$ cat src/rtl/mpy_lat_pkg.sv
package mpy_lat_pkg;

    typedef enum logic [1:0] {
        ST_IDLE = 2'd0,
        ST_PIPE = 2'd1,
        ST_SEQ  = 2'd2
    } mpy_state_e;

    function automatic int lat_of(input int stages, input int cyc);
        return stages * cyc;
    endfunction

    function automatic int max_of(input int a, input int b);
        return (a > b) ? a : b;
    endfunction

endpackage

$ cat src/rtl/mpy_delay_line.sv
module mpy_delay_line #(
    parameter int DEPTH = 4,
    parameter int W     = 8
) (
    input  logic                      clk,
    input  logic                      rst_n,
    input  logic                      in_vld,
    input  logic [W-1:0]              in_dat,
    output logic [DEPTH-1:0]          vld,
    output logic [DEPTH-1:0][W-1:0]   dat
);

    for (genvar k = 0; k < DEPTH; k++) begin : g_slot
        if (k == 0) begin : g_head
            always_ff @(posedge clk or negedge rst_n) begin
                if (!rst_n) begin
                    vld[k] <= 1'b0;
                    dat[k] <= '0;
                end else begin
                    vld[k] <= in_vld;
                    dat[k] <= in_dat;
                end
            end
        end else begin : g_body
            always_ff @(posedge clk or negedge rst_n) begin
                if (!rst_n) begin
                    vld[k] <= 1'b0;
                    dat[k] <= '0;
                end else begin
                    vld[k] <= vld[k-1];
                    dat[k] <= dat[k-1];
                end
            end

            AST_SLOT_ADVANCE: assert property (@(posedge clk) disable iff (!rst_n)
                vld[k-1] |=> vld[k]);
        end
    end

endmodule

$ cat src/rtl/mpy_regfile.sv
module mpy_regfile #(
    parameter int NREG = 8,
    parameter int W    = 32,
    localparam int IDX_W = $clog2(NREG)
) (
    input  logic             clk,
    input  logic             rst_n,
    input  logic             wr_en,
    input  logic [IDX_W-1:0] wr_idx,
    input  logic [W-1:0]     wr_data,
    input  logic [IDX_W-1:0] rd_idx,
    output logic [W-1:0]     rd_data
);

    logic [NREG-1:0][W-1:0] cells;

    for (genvar r = 0; r < NREG; r++) begin : g_cell
        always_ff @(posedge clk or negedge rst_n) begin
            if (!rst_n) begin
                cells[r] <= '0;
            end else if (wr_en && (wr_idx == IDX_W'(r))) begin
                cells[r] <= wr_data;
            end
        end
    end

    assign rd_data = cells[rd_idx];

endmodule

$ cat src/rtl/mpy_lat_unit.sv
module mpy_lat_unit
    import mpy_lat_pkg::*;
#(
    parameter int DATA_W    = 16,
    parameter int NREG      = 8,
    parameter int SP_STAGES = 3,
    parameter int SP_CYC    = 1,
    parameter int DP_STAGES = 2,
    parameter int DP_CYC    = 2,
    localparam int IDX_W    = $clog2(NREG),
    localparam int RES_W    = 2 * DATA_W,
    localparam int SP_LAT   = lat_of(SP_STAGES, SP_CYC),
    localparam int DP_LAT   = lat_of(DP_STAGES, DP_CYC),
    localparam int MAX_LAT  = max_of(SP_LAT, DP_LAT),
    localparam int TAP_W    = max_of($clog2(MAX_LAT), 1),
    localparam int PL_W     = 1 + IDX_W + RES_W
) (
    input  logic              clk,
    input  logic              rst_n,
    input  logic              mode_pipe,
    input  logic              prec_dbl,
    input  logic              issue_valid,
    output logic              issue_ready,
    input  logic [DATA_W-1:0] src_a,
    input  logic [DATA_W-1:0] src_b,
    input  logic [IDX_W-1:0]  dst_idx,
    input  logic              issue_nowb,
    output logic              busy,
    input  logic [IDX_W-1:0]  rd_idx,
    output logic [RES_W-1:0]  rd_data
);

    mpy_state_e state, state_nx;

    logic                          accept;
    logic                          cfg_dbl;
    logic [RES_W-1:0]              prod_in;
    logic [PL_W-1:0]               pl_in;
    logic [TAP_W-1:0]              last_slot;
    logic [TAP_W-1:0]              issue_last;
    logic [MAX_LAT-1:0]            dl_vld;
    logic [MAX_LAT-1:0][PL_W-1:0]  dl_dat;
    logic [PL_W-1:0]               tap_pl;
    logic                          pend;
    logic [TAP_W-1:0]              seq_cnt;
    logic [PL_W-1:0]               seq_pl;
    logic                          pipe_wr;
    logic                          seq_wr;
    logic                          rf_we;
    logic [IDX_W-1:0]              rf_widx;
    logic [RES_W-1:0]              rf_wdat;

    // operand product and issue payload {nowb, idx, product}
    assign prod_in = RES_W'(src_a) * RES_W'(src_b);
    assign pl_in   = {issue_nowb, dst_idx, prod_in};
    assign accept  = issue_valid && issue_ready;

    assign last_slot  = cfg_dbl  ? TAP_W'(DP_LAT - 1) : TAP_W'(SP_LAT - 1);
    assign issue_last = prec_dbl ? TAP_W'(DP_LAT - 1) : TAP_W'(SP_LAT - 1);

    mpy_delay_line #(
        .DEPTH (MAX_LAT),
        .W     (PL_W)
    ) u_line (
        .clk    (clk),
        .rst_n  (rst_n),
        .in_vld (accept && mode_pipe),
        .in_dat (pl_in),
        .vld    (dl_vld),
        .dat    (dl_dat)
    );

    assign tap_pl = dl_dat[last_slot];

    // operations still ahead of the writeback slot
    always_comb begin
        pend = 1'b0;
        for (int k = 0; k < MAX_LAT; k++) begin
            if ((k < int'(last_slot)) && dl_vld[k]) begin
                pend = 1'b1;
            end
        end
    end

    // next-state logic
    always_comb begin
        state_nx = state;
        unique case (state)
            ST_IDLE: if (accept) state_nx = mode_pipe ? ST_PIPE : ST_SEQ;
            ST_PIPE: state_nx = (accept || pend) ? ST_PIPE : ST_IDLE;
            ST_SEQ:  state_nx = (seq_cnt == '0) ? ST_IDLE : ST_SEQ;
            default: state_nx = ST_IDLE;
        endcase
    end

    // state register
    always_ff @(posedge clk or negedge rst_n) begin
        if (!rst_n) state <= ST_IDLE;
        else        state <= state_nx;
    end

    // outputs
    always_comb begin
        issue_ready = 1'b0;
        busy        = 1'b0;
        unique case (state)
            ST_IDLE: issue_ready = 1'b1;
            ST_PIPE: issue_ready = mode_pipe && (prec_dbl == cfg_dbl);
            ST_SEQ:  busy = 1'b1;
            default: issue_ready = 1'b0;
        endcase
    end

    // in-flight configuration and non-pipelined countdown
    always_ff @(posedge clk or negedge rst_n) begin
        if (!rst_n) begin
            cfg_dbl <= 1'b0;
            seq_cnt <= '0;
            seq_pl  <= '0;
        end else begin
            if (accept && (state == ST_IDLE)) cfg_dbl <= prec_dbl;
            if (accept && !mode_pipe) begin
                seq_cnt <= issue_last;
                seq_pl  <= pl_in;
            end else if ((state == ST_SEQ) && (seq_cnt != '0)) begin
                seq_cnt <= seq_cnt - 1'b1;
            end
        end
    end

    // writeback selection
    assign pipe_wr = (state == ST_PIPE) && dl_vld[last_slot] && !tap_pl[PL_W-1];
    assign seq_wr  = (state == ST_SEQ) && (seq_cnt == '0) && !seq_pl[PL_W-1];
    assign rf_we   = pipe_wr || seq_wr;
    assign rf_widx = seq_wr ? seq_pl[RES_W +: IDX_W] : tap_pl[RES_W +: IDX_W];
    assign rf_wdat = seq_wr ? seq_pl[RES_W-1:0]      : tap_pl[RES_W-1:0];

    mpy_regfile #(
        .NREG (NREG),
        .W    (RES_W)
    ) u_rf (
        .clk     (clk),
        .rst_n   (rst_n),
        .wr_en   (rf_we),
        .wr_idx  (rf_widx),
        .wr_data (rf_wdat),
        .rd_idx  (rd_idx),
        .rd_data (rd_data)
    );

    AST_SEQ_BLOCKS_ISSUE: assert property (@(posedge clk) disable iff (!rst_n)
        (state == ST_SEQ) |-> !issue_ready);

    AST_CNT_STEP: assert property (@(posedge clk) disable iff (!rst_n)
        ((state == ST_SEQ) && (seq_cnt != '0)) |=> (seq_cnt == $past(seq_cnt) - 1'b1));

    AST_SEQ_RETIRE: assert property (@(posedge clk) disable iff (!rst_n)
        ((state == ST_SEQ) && (seq_cnt == '0)) |=> (state == ST_IDLE));

    AST_ONE_WRITER: assert property (@(posedge clk) disable iff (!rst_n)
        $onehot0({pipe_wr, seq_wr}));

    AST_CFG_MATCH: assert property (@(posedge clk) disable iff (!rst_n)
        (accept && (state != ST_IDLE)) |-> (mode_pipe && (prec_dbl == cfg_dbl)));

endmodule

$ cat config.mk
export PLATFORM = sky130hd
export DESIGN_NAME = mpy_lat_unit
export DESIGN_NICKNAME = d
export VERILOG_FILES = /design/src/rtl/mpy_lat_pkg.sv /design/src/rtl/mpy_delay_line.sv /design/src/rtl/mpy_regfile.sv /design/src/rtl/mpy_lat_unit.sv
export SDC_FILE = /design/constraint.sdc
export NUM_CORES = 1
export LEC_CHECK = 0
export ABC_AREA = 1
export BUFFER_PORTS_ARGS = -buffer_cell sky130_fd_sc_hd__buf_2
export CORE_MARGIN = 2
export CORE_UTILIZATION = 45
export DETAILED_ROUTE_END_ITERATION = 7
export PLACE_DENSITY = 0.57
export SLEW_MARGIN = 10
export SYNTH_ARGS = -nofsm -noshare
export SYNTH_HDL_FRONTEND = slang
export SYNTH_SLANG_ARGS = --single-unit
$ cat constraint.sdc
create_clock -name clk -period 2.2 [get_ports clk]
set_clock_uncertainty 0.2 [all_clocks]
set_input_delay 0.44 -clock clk [delete_from_list [all_inputs] [get_ports clk]]
set_output_delay 0.44 -clock clk [all_outputs]
set_load 0.03 [all_outputs]
==> results of run 1 <==
-- power by group --
group	switching (µW)	leakage, µW	internal (µW)
Combinational	27000	0.0130	20600
Sequential	1420	0.00571	11800
Clock	3140	0.000708	4350
Total	31600	0.0194	36700
-- cells in the mapped netlist (all sizes together), types with 4 or more instances --
cell / count / area share
a21oi: 147 / 0.027
a31oi: 65 / 0.019
and2: 12 / 0.0027
buf: 78 / 0.014
clkbuf: 119 / 0.016
dfrtp: 445 / 0.40
fa: 194 / 0.14
ha: 105 / 0.048
inv: 576 / 0.078
nand2: 1051 / 0.14
nand3: 36 / 0.0065
nand3b: 8 / 0.0022
nand4: 4 / 0.00091
nor2: 122 / 0.019
o21ai: 393 / 0.072
xor2: 18 / 0.0057
-- metrics by stage --
stage	instances	area, µm²	total power [µW]	TNS, ps	util
2_1_floorplan	3378	28800	37900	-148180	-
3_3_place_gp	4284	31200	48500	-178390	0.515
3_5_place_dp	4284	31200	49100	-189400	0.515
4_1_cts	4454	35100	62900	-137550	0.581
5_1_grt	4518	37600	73500	-183310	0.622
6_report	4518	37600	68300	-146730	0.622
-- cells by family after synthesis --
family | Yosys count | synth area share
adder cells (fa/ha/maj) | 299 | 0.188
buffers and inverters | 773 | 0.108
AO/OA/AOI/OAI | 609 | 0.119
flip-flops | 445 | 0.403
XOR/XNOR | 19 | 0.00602
AND/OR/NAND/NOR | 1233 | 0.175
-- per-layer routing --
layer	track usage	part of all wire	vias to the layer above	wire length (µm)
met4	0.0830	0.040	0	3310
met5	0	0	-	0
met1	0.315	0.41	11500	33900
met3	0.0204	0.053	209	4400
li1	-	-	11000	-
met2	0.434	0.50	732	41700
-- path summary, 6_finish.rpt --
check	start	to	slack [ps]	cells after the start
max	src_a[8]	u_line.dat[21]	-2630	21
min	rst_n	u_rf.cells[134]	140	2
max reg2reg	seq_cnt[0]	u_rf.cells[212]	-180	13
min reg2reg	u_line.dat[56]	u_line.dat[92]	140	0
max in group asynchronous	rst_n	u_line.dat[79]	930	4
min in group clk	u_line.dat[56]	u_line.dat[92]	140	0
-- state kept, by name (all words and copies together), names as in the netlist --
register and cells:
cfg_dbl 1, state 2, seq_cnt 2, u_line.vld 4
seq_pl 36, u_line.dat 144, u_rf.cells 256
-- worst max-delay path: cells and delay by family --
kind	cells	cell delay, ps
fa+ha+maj	7	3190
simple gates	8	1030
buf+inv	6	410
-- layout make-up --
cell class              count  area share
inverters                 576      0.0580
multi-input cells        2161       0.426
clock buffers              65      0.0349
flip-flops and latches    445       0.296
well taps                 782      0.0260
repair buffers            477       0.156
clock inverters            12     0.00309
-- repair_timing --
action                                 4_1_cts  5_1_grt
endpoints found under the hold margin      357        0
hold buffers                                 9        0
gates resized for setup                    487      427
setup endpoints to repair                  333      346
gates cloned                                18       32
buffers inserted                            67       41
pin swaps                                  201      149
==> insert_results.sql, run 1 <==
INSERT INTO impl_metrics (metric_group, metric, value, unit) VALUES
('setup_path', 'critical_path.slowest_cell', 'sky130_fd_sc_hd__fa_1', ''),
('placed_design', 'dp_worst_setup_slack', '-3440', 'ps'),
('global_route', 'grt_pass1_wl', '124000', 'µm'),
('cts', 'clock_path_buffers', '3', ''),
('cells_and_area', 'syn_to_final_growth', '36.1', '%'),
('die', 'effective_utilization_at_floorplan', '0.457', ''),
('detailed_routing', 'route.vias.total', '23400', ''),
('die', 'fp.coreArea', '0.0605', 'mm²'),
('sta', 'finalCriticalPeriod', '4830', 'ps'),
('cells_and_area', 'area.sequential', '0.0111', 'mm²'),
('setup_path', 'critical_path_required', '2440', 'ps'),
('placed_design', 'gp_routability_congestion', '0.874', ''),
('sta', 'fmaxAchievable', '207', 'MHz'),
('detailed_routing', 'length_of_the_first_detailed_routing_pass_in_iterations', '7', ''),
('global_route', 'globalRoute.totalOverflow', '0', ''),
('die', 'die_x', '252', 'µm'),
('detailed_routing', 'drt_iter0_drc', '1336', ''),
('status', 'status', 'finished, violations left', ''),
('setup_path', 'slowest_delay', '570', 'ps'),
('global_route', 'grt_antenna_before_repair', '0', ''),
('pwr', 'power.density', '1820', 'mW/mm²'),
('detailed_routing', 'routedWlPerCell', '18.4', 'µm'),
('setup_path', 'timing_worst_setup_path_type', 'primary input to flop', ''),
('synthesis', 'syn_nets', '3721', ''),
('cts', 'cts_root_buffer', 'sky130_fd_sc_hd__clkbuf_16', ''),
('setup_path', 'cp_cell_sequence', 'buf_12 -> buf_12 -> nand2_4 -> fa_1 -> fa_1 -> fa_1 -> fa_1 -> inv_1 -> fa_1 -> inv_1 -> fa_1 -> inv_2 -> ha_4 -> nand2_4 -> inv_2 -> nand2_2 -> nand2_2 -> nand3b_1 -> nand2_1 -> nand3b_1 -> and2_1', ''),
('synthesis', 'postSynth.asyncResetShare', '1.00', ''),
('synthesis', 'dominantRegCellSynth', 'sky130_fd_sc_hd__dfrtp_1', ''),
('cells_and_area', 'layout_common_cells', '820 x sky130_fd_sc_hd__nand2_1, 482 x sky130_fd_sc_hd__inv_1, 444 x sky130_fd_sc_hd__dfrtp_1', ''),
('setup_path', 'timing.critical_path.mode_cell', 'sky130_fd_sc_hd__fa_1', ''),
('cells_and_area', 'final_common_cell', 'sky130_fd_sc_hd__nand2_1', ''),
('placed_design', 'count_of_input_and_output_buffers', '77', ''),
('placed_design', 'place.detailed.hpwl', '50800', 'µm'),
('cts', 'tritoncts.num_buffers', '45', ''),
('global_route', 'vias_in_the_first_global_route', '23500', ''),
('detailed_routing', 'number_of_nets_with_antenna_violations_after_routing', '0', ''),
('status', 'violated_checks', 'negative setup slack', ''),
('sta', 'min_period_over_period', '2.19', ''),
('setup_path', 'crit_path_dat', '5070', 'ps'),
('die', 'rows', '90', ''),
('sta', 'setup_slack', '-2630', 'ps'),
('sta', 'rsz0062_at_grt', 'yes', ''),
('cells_and_area', 'final_layout_size_suffix_gt1_frac', '0.309', ''),
('synthesis', 'synthesis.yosys.warnings', '0', ''),
('sta', 'hold_ws', '137', 'ps'),
('cells_and_area', 'num-fill-cells', '4926', ''),
('cts', 'worstSkewPairLatency', '550', 'ps'),
('pwr', 'irDropWorstVdd', '0.00173', 'V'),
('detailed_routing', 'wirelength', '83300', 'µm'),
('detailed_routing', 'via_per_inst', '5.18', ''),
('synthesis', 'synth_cells', '3378', ''),
('pwr', 'p_leak', '0.0194', 'µW'),
('global_route', 'grt_max_degree', '74', ''),
('cts', 'ctsHtreeMaxLevel', '2', ''),
('sta', 'hold_viol_final', '0', ''),
('sta', 'final-setup-viol-count', '288', ''),
('die', 'fp.dieArea', '0.0634', 'mm²'),
('setup_path', 'worst_setup_path_end_kind', 'flop', ''),
('synthesis', 'synth-seq-cells', '445', ''),
('die', 'i_o_pin_cnt', '78', ''),
('setup_path', 'path_max_fanout', '8', ''),
('synthesis', 'synth_sequential_area_ratio', '0.403', ''),
('synthesis', 'syn_area', '0.0276', 'mm²'),
('global_route', 'track_usage', '0.244', ''),
('synthesis', 'synth_enable_flop_cells', '0', ''),
('cells_and_area', 'fin_nets', '4049', ''),
('detailed_routing', 'route.detailed.drc', '0', ''),
('sta', 'max_slew_violations', '0', ''),
('synthesis', 'yosys.cell_types.count', '32', ''),
('cts', 'worst_setup_hold_path_clk_slew', '60', 'ps'),
('cells_and_area', 'count_of_antenna_diodes_in_the_layout', '0', ''),
('synthesis', 'postSynthAreaPerCell', '8.18', 'µm²'),
('sta', 'timing_worst_slew_pin_value', '391', 'ps'),
('sta', 'relSlewSlack', '0.737', ''),
('cts', 'number_of_sinks_on_the_clock_net', '445', ''),
('die', 'die_boundary_height', '252', 'µm'),
('cells_and_area', 'footprint_of_the_multi_input_gates', '0.0160', 'mm²'),
('cts', 'tritoncts', 'done', ''),
('run', 'cap_viol_max_count', '0', ''),
('setup_path', 'startpoint_type', 'primary input', ''),
('min_path', 'hold_class', 'primary input to async pin', '');
(Power assumes the default switching activity.)
==> run 2, diff against run 1 <==
- ABC_AREA: 1 -> unset
- PLACE_DENSITY: 0.57 -> 0.63
==> insert_results.sql, run 2 <==
INSERT INTO impl_metrics (metric_group, metric, value, unit) VALUES
('status', 'status', 'finished, violations left', ''),
('status', 'violated_checks', 'negative setup slack', ''),
('synthesis', 'synth.cells.most_frequent', '487 x sky130_fd_sc_hd__nand2_1, 445 x sky130_fd_sc_hd__dfrtp_1, 228 x sky130_fd_sc_hd__inv_1', ''),
('synthesis', 'yosys.cell_types.count', '69', ''),
('die', 'i_o_pin_cnt', '78', ''),
('sta', 'hold_ws', '96.3', 'ps'),
('placed_design', 'count_of_input_and_output_buffers', '77', ''),
('detailed_routing', 'drt_iter0_drc', '1535', ''),
('setup_path', 'regToRegEndpoint', 'u_rf.cells[234]', ''),
('min_path', 'hold_class', 'primary input to flop', ''),
('placed_design', 'gp_routability_congestion', '0.896', ''),
('cells_and_area', 'syn_to_final_growth', '40.9', '%'),
('cts', 'tritoncts', 'done', ''),
('setup_path', 'crit_path_dat', '5510', 'ps'),
('detailed_routing', 'wirelength', '78200', 'µm'),
('setup_path', 'path_max_fanout', '5', ''),
('synthesis', 'synth-compound-area-share', '0.0880', ''),
('cells_and_area', 'final_layout_size_suffix_gt1_frac', '0.398', ''),
('synthesis', 'postSynthAreaPerCell', '10.7', 'µm²'),
('synthesis', 'synth_simple_gate_area_frac', '0.122', ''),
('cells_and_area', 'postLayoutCoreUtil', '0.642', ''),
('cts', 'number_of_sinks_on_the_clock_net', '445', ''),
('synthesis', 'postSynth.asyncResetShare', '1.00', ''),
('setup_path', 'critical_path_required', '2420', 'ps'),
('die', 'die_boundary_height', '243', 'µm'),
('synthesis', 'yosys-mux-area-fraction', '0.0903', ''),
('synthesis', 'synth_enable_flop_cells', '0', ''),
('sta', 'fmaxAchievable', '189', 'MHz'),
('synthesis', 'synth_xor_xnor_area_share', '0.00986', ''),
('cts', 'clock_path_buffers', '3', ''),
('setup_path', 'regToRegSetupSlack', '-320', 'ps'),
('synthesis', 'synthesis.yosys.warnings', '0', ''),
('sta', 'finalCriticalPeriod', '5290', 'ps'),
('synthesis', 'synth_top_cell_area_share', '0.432', ''),
('sta', 'setup_slack', '-3090', 'ps'),
('setup_path', 'timing.critical_path.mode_cell', 'sky130_fd_sc_hd__fa_1', ''),
('detailed_routing', 'number_of_nets_with_antenna_violations_after_routing', '0', ''),
('min_path', 'hold_path_end', 'u_line.vld[0]', ''),
('cells_and_area', 'largest_reg_flops', '256', ''),
('cells_and_area', 'final_common_cell', 'sky130_fd_sc_hd__dfrtp_1', ''),
('synthesis', 'syn_area', '0.0258', 'mm²'),
('setup_path', 'cp_cell_sequence', 'buf_12 -> buf_12 -> and2_4 -> fa_1 -> inv_2 -> fa_1 -> fa_1 -> inv_2 -> fa_1 -> fa_1 -> inv_2 -> fa_1 -> inv_2 -> ha_4 -> a21oi_4 -> inv_2 -> a2111oi_4 -> o21ai_4 -> a2111o_1 -> o221a_2', ''),
('setup_path', 'slowest_delay', '550', 'ps'),
('setup_path', 'critPathLaunch', 'src_b[6]', ''),
('sta', 'rsz0062_at_grt', 'yes', ''),
('global_route', 'grt_antenna_before_repair', '2', ''),
('detailed_routing', 'routedWlPerCell', '21.4', 'µm'),
('die', 'die_x', '243', 'µm'),
('sta', 'relSlewSlack', '0.665', ''),
('cells_and_area', 'register_with_the_most_flip_flops', 'u_rf.cells', ''),
('synthesis', 'dominantRegCellSynth', 'sky130_fd_sc_hd__dfrtp_1', ''),
('global_route', 'track_usage', '0.236', ''),
('sta', 'hold_viol_final', '0', ''),
('synthesis', 'area_contributors_post_synth', 'sky130_fd_sc_hd__dfrtp_1 43%, sky130_fd_sc_hd__fa_1 15%, sky130_fd_sc_hd__nand2_1 7.1%', ''),
('cts', 'tritoncts.num_buffers', '42', ''),
('detailed_routing', 'route.detailed.drc', '0', ''),
('sta', 'setup_total_negative_slack', '-206150', 'ps'),
('setup_path', 'worst_path_dominant_cell_family', 'adder cells', ''),
('synthesis', 'syn_nets', '2746', ''),
('global_route', 'vias_in_the_first_global_route', '20700', ''),
('cells_and_area', 'fin_nets', '3204', ''),
('die', 'fp.dieArea', '0.0592', 'mm²'),
('cts', 'worstSkewPairLatency', '540', 'ps'),
('setup_path', 'critical_path.slowest_cell', 'sky130_fd_sc_hd__fa_1', ''),
('global_route', 'grt_max_degree', '93', ''),
('sta', 'max_slew_violations', '0', ''),
('setup_path', 'startpoint_type', 'primary input', ''),
('detailed_routing', 'length_of_the_first_detailed_routing_pass_in_iterations', '5', ''),
('setup_path', 'worstReg2RegStart', 'seq_cnt[1]', ''),
('setup_path', 'timing_worst_setup_path_type', 'primary input to flop', ''),
('synthesis', 'synth_cells', '2403', ''),
('synthesis', 'synth_most_common_cell', 'sky130_fd_sc_hd__nand2_1', ''),
('cells_and_area', 'layout_common_cells', '444 x sky130_fd_sc_hd__dfrtp_1, 371 x sky130_fd_sc_hd__nand2_1, 277 x sky130_fd_sc_hd__buf_4', ''),
('synthesis', 'synth-seq-cells', '445', ''),
('placed_design', 'place.detailed.hpwl', '44500', 'µm'),
('die', 'fp.coreArea', '0.0565', 'mm²'),
('cells_and_area', 'design_area', '0.0363', 'mm²'),
('cells_and_area', 'layout_top_registers', 'u_rf.cells: 256 flops, u_line.dat: 144 flops, seq_pl: 36 flops', ''),
('min_path', 'holdPathStages', '2', ''),
('die', 'effective_utilization_at_floorplan', '0.456', ''),
('die', 'rows', '87', ''),
('sta', 'timing_worst_slew_pin_value', '502', 'ps'),
('detailed_routing', 'via_per_inst', '5.58', ''),
('run', 'cap_viol_max_count', '0', ''),
('placed_design', 'post_dp_area', '0.0295', 'mm²'),
('cts', 'worst_setup_hold_path_clk_slew', '60', 'ps'),
('setup_path', 'worst_setup_path_end_kind', 'flop', ''),
('synthesis', 'synth_sequential_area_ratio', '0.432', ''),
('min_path', 'startpoint_of_the_worst_hold_path', 'mode_pipe', ''),
('global_route', 'grt_pass1_wl', '111000', 'µm'),
('detailed_routing', 'route.vias.total', '20400', ''),
('sta', 'min_period_over_period', '2.40', ''),
('synthesis', 'synth_top_family_by_area', 'adder cells', ''),
('cts', 'cts_root_buffer', 'sky130_fd_sc_hd__clkbuf_16', ''),
('synthesis', 'synth_fa_ha_area_frac', '0.202', ''),
('setup_path', 'crit_buf_inv', '7', ''),
('global_route', 'globalRoute.totalOverflow', '0', ''),
('synthesis', 'yosys.area.top_type', 'sky130_fd_sc_hd__dfrtp_1', ''),
('sta', 'final-setup-viol-count', '345', ''),
('cts', 'ctsHtreeMaxLevel', '2', ''),
('setup_path', 'r2r.worst_path.cells', '13', '');
==> run 2: logic make-up after synthesis <==
kind of cell | Yosys count
flops | 445
fa+ha+maj | 299
compound gates | 409
mux | 146
xor+xnor | 29
simple gates | 718
buf+inv | 357
==> run 2: stage by stage <==
stage,setup slack (ps),instances
after floorplan,-3410,2403
after global placement,-3680,3364
after detailed placement,-3800,3364
after CTS,-3030,3541
after global routing,-3230,3648
final,-3090,3649
==> run 2: worst max path at each step <==
| stage | endpoint | slack (ps) | cells after the start |
|---|---|---|---|
| finish | seq_pl[31] | -3090 | 20 |
| floorplan | seq_pl[28] | -3410 | 19 |
| global placement | seq_pl[27] | -3680 | 19 |
| CTS | seq_pl[31] | -3030 | 20 |
| global route | seq_pl[31] | -3230 | 17 |
| detailed placement | seq_pl[27] | -3800 | 18 |
==> run 2: layout make-up <==
| class | instances | area (µm²) |
|---|---|---|
| sequential | 445 | 11100 |
| clock buffer | 62 | 1250 |
| clock inverter | 13 | 199 |
| timing repair buffer | 540 | 6170 |
| tap | 756 | 946 |
| inverter | 228 | 856 |
| fill | 3965 | 20200 |
| multi-input combinational | 1604 | 15700 |
| antenna | 1 | 2.50 |
==> run 2: repair_timing <==
| item | 4_1_cts | 5_1_grt |
|---|---|---|
| setup buffers | 61 | 93 |
| hold endpoints to repair | 363 | 0 |
| gates cloned | 33 | 22 |
| endpoints found under the setup margin | 347 | 346 |
| resized for setup | 490 | 353 |
| hold buffers | 8 | 0 |
| pin swaps | 137 | 133 |
==> run 2: routing by layer <==
layer	wire, µm	up-vias	GRT usage	part of all wire
met2	39300	928	0.421	0.50
met3	4880	323	0.0272	0.062
met5	0	-	0	0
met4	4580	0	0.0870	0.059
li1	-	8804	-	-
met1	29500	10300	0.296	0.38
Power of run 2 is left out: the tool's default activity adds up to more than one toggle a clock period on the data nets, which glitch-free logic cannot reach.
==> run 3, diff against run 2 <==
- SKIP_LAST_GASP: unset -> 1
==> insert_results.sql, run 3 (same netlist as run 2, synthesis figures left out) <==
INSERT INTO impl_metrics (metric_group, metric, value, unit) VALUES
('detailed_routing', 'wirelength', '79400', 'µm'),
('die', 'die_x', '243', 'µm'),
('setup_path', 'critPathLaunch', 'src_b[6]', ''),
('setup_path', 'timing.critical_path.to', 'seq_pl[23]', ''),
('global_route', 'vias_in_the_first_global_route', '20800', ''),
('placed_design', 'count_of_input_and_output_buffers', '77', ''),
('cells_and_area', 'fin_nets', '3203', ''),
('setup_path', 'startpoint_type', 'primary input', ''),
('cells_and_area', 'num-fill-cells', '3973', ''),
('status', 'status', 'finished, violations left', ''),
('cts', 'worst_setup_hold_path_clk_slew', '60', 'ps'),
('cells_and_area', 'largest_reg_flops', '256', ''),
('setup_path', 'regToRegSetupSlack', '-380', 'ps'),
('cells_and_area', 'final_layout_size_suffix_gt1_frac', '0.392', ''),
('setup_path', 'worst_setup_path_end_kind', 'flop', ''),
('cells_and_area', 'register_with_the_most_flip_flops', 'u_rf.cells', ''),
('die', 'i_o_pin_cnt', '78', ''),
('global_route', 'globalRoute.totalOverflow', '0', ''),
('setup_path', 'r2r.worst_path.cells', '12', ''),
('setup_path', 'timing_worst_setup_path_type', 'primary input to flop', ''),
('cells_and_area', 'layout_top_registers', 'u_rf.cells: 256 flops, u_line.dat: 144 flops, seq_pl: 36 flops', ''),
('cts', 'number_of_sinks_on_the_clock_net', '445', ''),
('cts', 'tritoncts.num_buffers', '42', ''),
('sta', 'max_slew_violations', '0', ''),
('cts', 'cts_root_buffer', 'sky130_fd_sc_hd__clkbuf_16', ''),
('global_route', 'grt_pass1_wl', '112000', 'µm'),
('min_path', 'hold_class', 'primary input to flop', ''),
('detailed_routing', 'number_of_nets_with_antenna_violations_after_routing', '0', ''),
('detailed_routing', 'length_of_the_first_detailed_routing_pass_in_iterations', '5', ''),
('global_route', 'track_usage', '0.237', ''),
('sta', 'min_period_over_period', '2.42', ''),
('die', 'fp.coreArea', '0.0565', 'mm²'),
('die', 'effective_utilization_at_floorplan', '0.456', ''),
('cells_and_area', 'layout_common_cells', '444 x sky130_fd_sc_hd__dfrtp_1, 369 x sky130_fd_sc_hd__nand2_1, 270 x sky130_fd_sc_hd__buf_4', ''),
('detailed_routing', 'route.vias.total', '20300', ''),
('sta', 'setup_total_negative_slack', '-218910', 'ps'),
('die', 'fp.dieArea', '0.0592', 'mm²'),
('cts', 'worstSkewPairLatency', '540', 'ps'),
('global_route', 'grt_max_degree', '93', ''),
('cts', 'clock_path_buffers', '3', ''),
('sta', 'final-setup-viol-count', '345', ''),
('setup_path', 'critical_path_required', '2480', 'ps'),
('cts', 'ctsHtreeMaxLevel', '2', ''),
('placed_design', 'gp_routability_congestion', '0.896', ''),
('status', 'violated_checks', 'negative setup slack', ''),
('global_route', 'grt_antenna_before_repair', '2', ''),
('setup_path', 'crit_path_dat', '5600', 'ps'),
('detailed_routing', 'drt_iter0_drc', '1472', ''),
('sta', 'rsz0062_at_grt', 'yes', ''),
('cells_and_area', 'syn_to_final_growth', '40.7', '%'),
('setup_path', 'path_max_fanout', '5', ''),
('sta', 'setup_slack', '-3120', 'ps'),
('setup_path', 'regToRegEndpoint', 'u_rf.cells[78]', ''),
('sta', 'hold_viol_final', '0', ''),
('setup_path', 'worstReg2RegStart', 'seq_cnt[1]', ''),
('die', 'rows', '87', ''),
('detailed_routing', 'via_per_inst', '5.58', ''),
('cts', 'tritoncts', 'done', ''),
('sta', 'relSlewSlack', '0.661', ''),
('die', 'die_boundary_height', '243', 'µm'),
('detailed_routing', 'routedWlPerCell', '21.8', 'µm'),
('sta', 'fmaxAchievable', '188', 'MHz'),
('cells_and_area', 'final_common_cell', 'sky130_fd_sc_hd__dfrtp_1', ''),
('sta', 'timing_worst_slew_pin_value', '508', 'ps'),
('detailed_routing', 'route.detailed.drc', '0', ''),
('sta', 'finalCriticalPeriod', '5320', 'ps'),
('sta', 'hold_ws', '84.4', 'ps'),
('placed_design', 'place.detailed.hpwl', '44500', 'µm'),
('run', 'cap_viol_max_count', '0', '');
[run 3: cell count changes in the layout (fill, tap and decap cells not counted), sizes merged]
cell / delta
bufbuf: -2
buf: +1
[run 3: repair_timing]
item,CTS,global route
hold buffers,8,0
gates cloned,33,23
pin swaps,135,156
hold endpoints to repair,363,0
resized for setup,432,385
setup endpoints to repair,347,346
buffers inserted,61,94
[run 3: routing by layer]
metal	wire, µm	vias to the layer above	GRT usage	part of all wire
li1	-	8811	-	-
met5	0	-	0	0
met2	40000	923	0.423	0.50
met4	4860	0	0.0882	0.061
met1	29400	10300	0.298	0.37
met3	5220	342	0.0259	0.066
[run 3: how the worst min path moves through the flow]
stage / slack, ps / start / depth (start not counted) / endpoint
after global routing: 100 / mode_pipe / 2 / u_line.vld[0]
after floorplan: -60 / rst_n / 0 / cfg_dbl
final: 80 / mode_pipe / 2 / u_line.vld[0]
after CTS: 80 / mode_pipe / 2 / u_line.vld[0]
after detailed placement: 130 / rst_n / 1 / u_rf.cells[103]
after global placement: 130 / rst_n / 1 / u_rf.cells[7]
[run 3: stage by stage]
step,cells,utilization,worst slack (ps),instance area [µm²]
CTS,3541,0.601,-3030,33900
detailed placement,3364,0.522,-3800,29500
finish,3648,0.641,-3120,36200
global route,3647,0.641,-3180,36200
floorplan,2403,-,-3410,26800
global placement,3364,0.522,-3680,29500
[run 3: worst max-delay path, stage by stage]
cell and delay (ps):
sky130_fd_sc_hd__buf_12 120, sky130_fd_sc_hd__buf_12 120, sky130_fd_sc_hd__and2_4 130, sky130_fd_sc_hd__fa_1 490, sky130_fd_sc_hd__inv_2 40, sky130_fd_sc_hd__fa_1 480
sky130_fd_sc_hd__fa_1 550, sky130_fd_sc_hd__inv_2 50, sky130_fd_sc_hd__fa_1 490, sky130_fd_sc_hd__fa_1 520, sky130_fd_sc_hd__inv_2 40, sky130_fd_sc_hd__fa_1 490
sky130_fd_sc_hd__inv_2 50, sky130_fd_sc_hd__ha_4 280, sky130_fd_sc_hd__buf_6 130, sky130_fd_sc_hd__nand2_8 70, sky130_fd_sc_hd__o21ai_1 250, sky130_fd_sc_hd__a21oi_4 80
sky130_fd_sc_hd__o41ai_2 240, sky130_fd_sc_hd__xor2_1 320, sky130_fd_sc_hd__mux2_2 210
[run 3: area by class of cell]
type | count | area [µm²] | area share
inverters | 228 | 858 | 0.0237
multi-input cells | 1604 | 15700 | 0.432
well taps | 756 | 946 | 0.0261
diodes | 1 | 2.50 | 0.0000691
repair buffers | 539 | 6190 | 0.171
clock buffers | 62 | 1250 | 0.0344
clock inverters | 13 | 199 | 0.00549
flip-flops and latches | 445 | 11100 | 0.307
Power of run 3 is left out for the same reason.
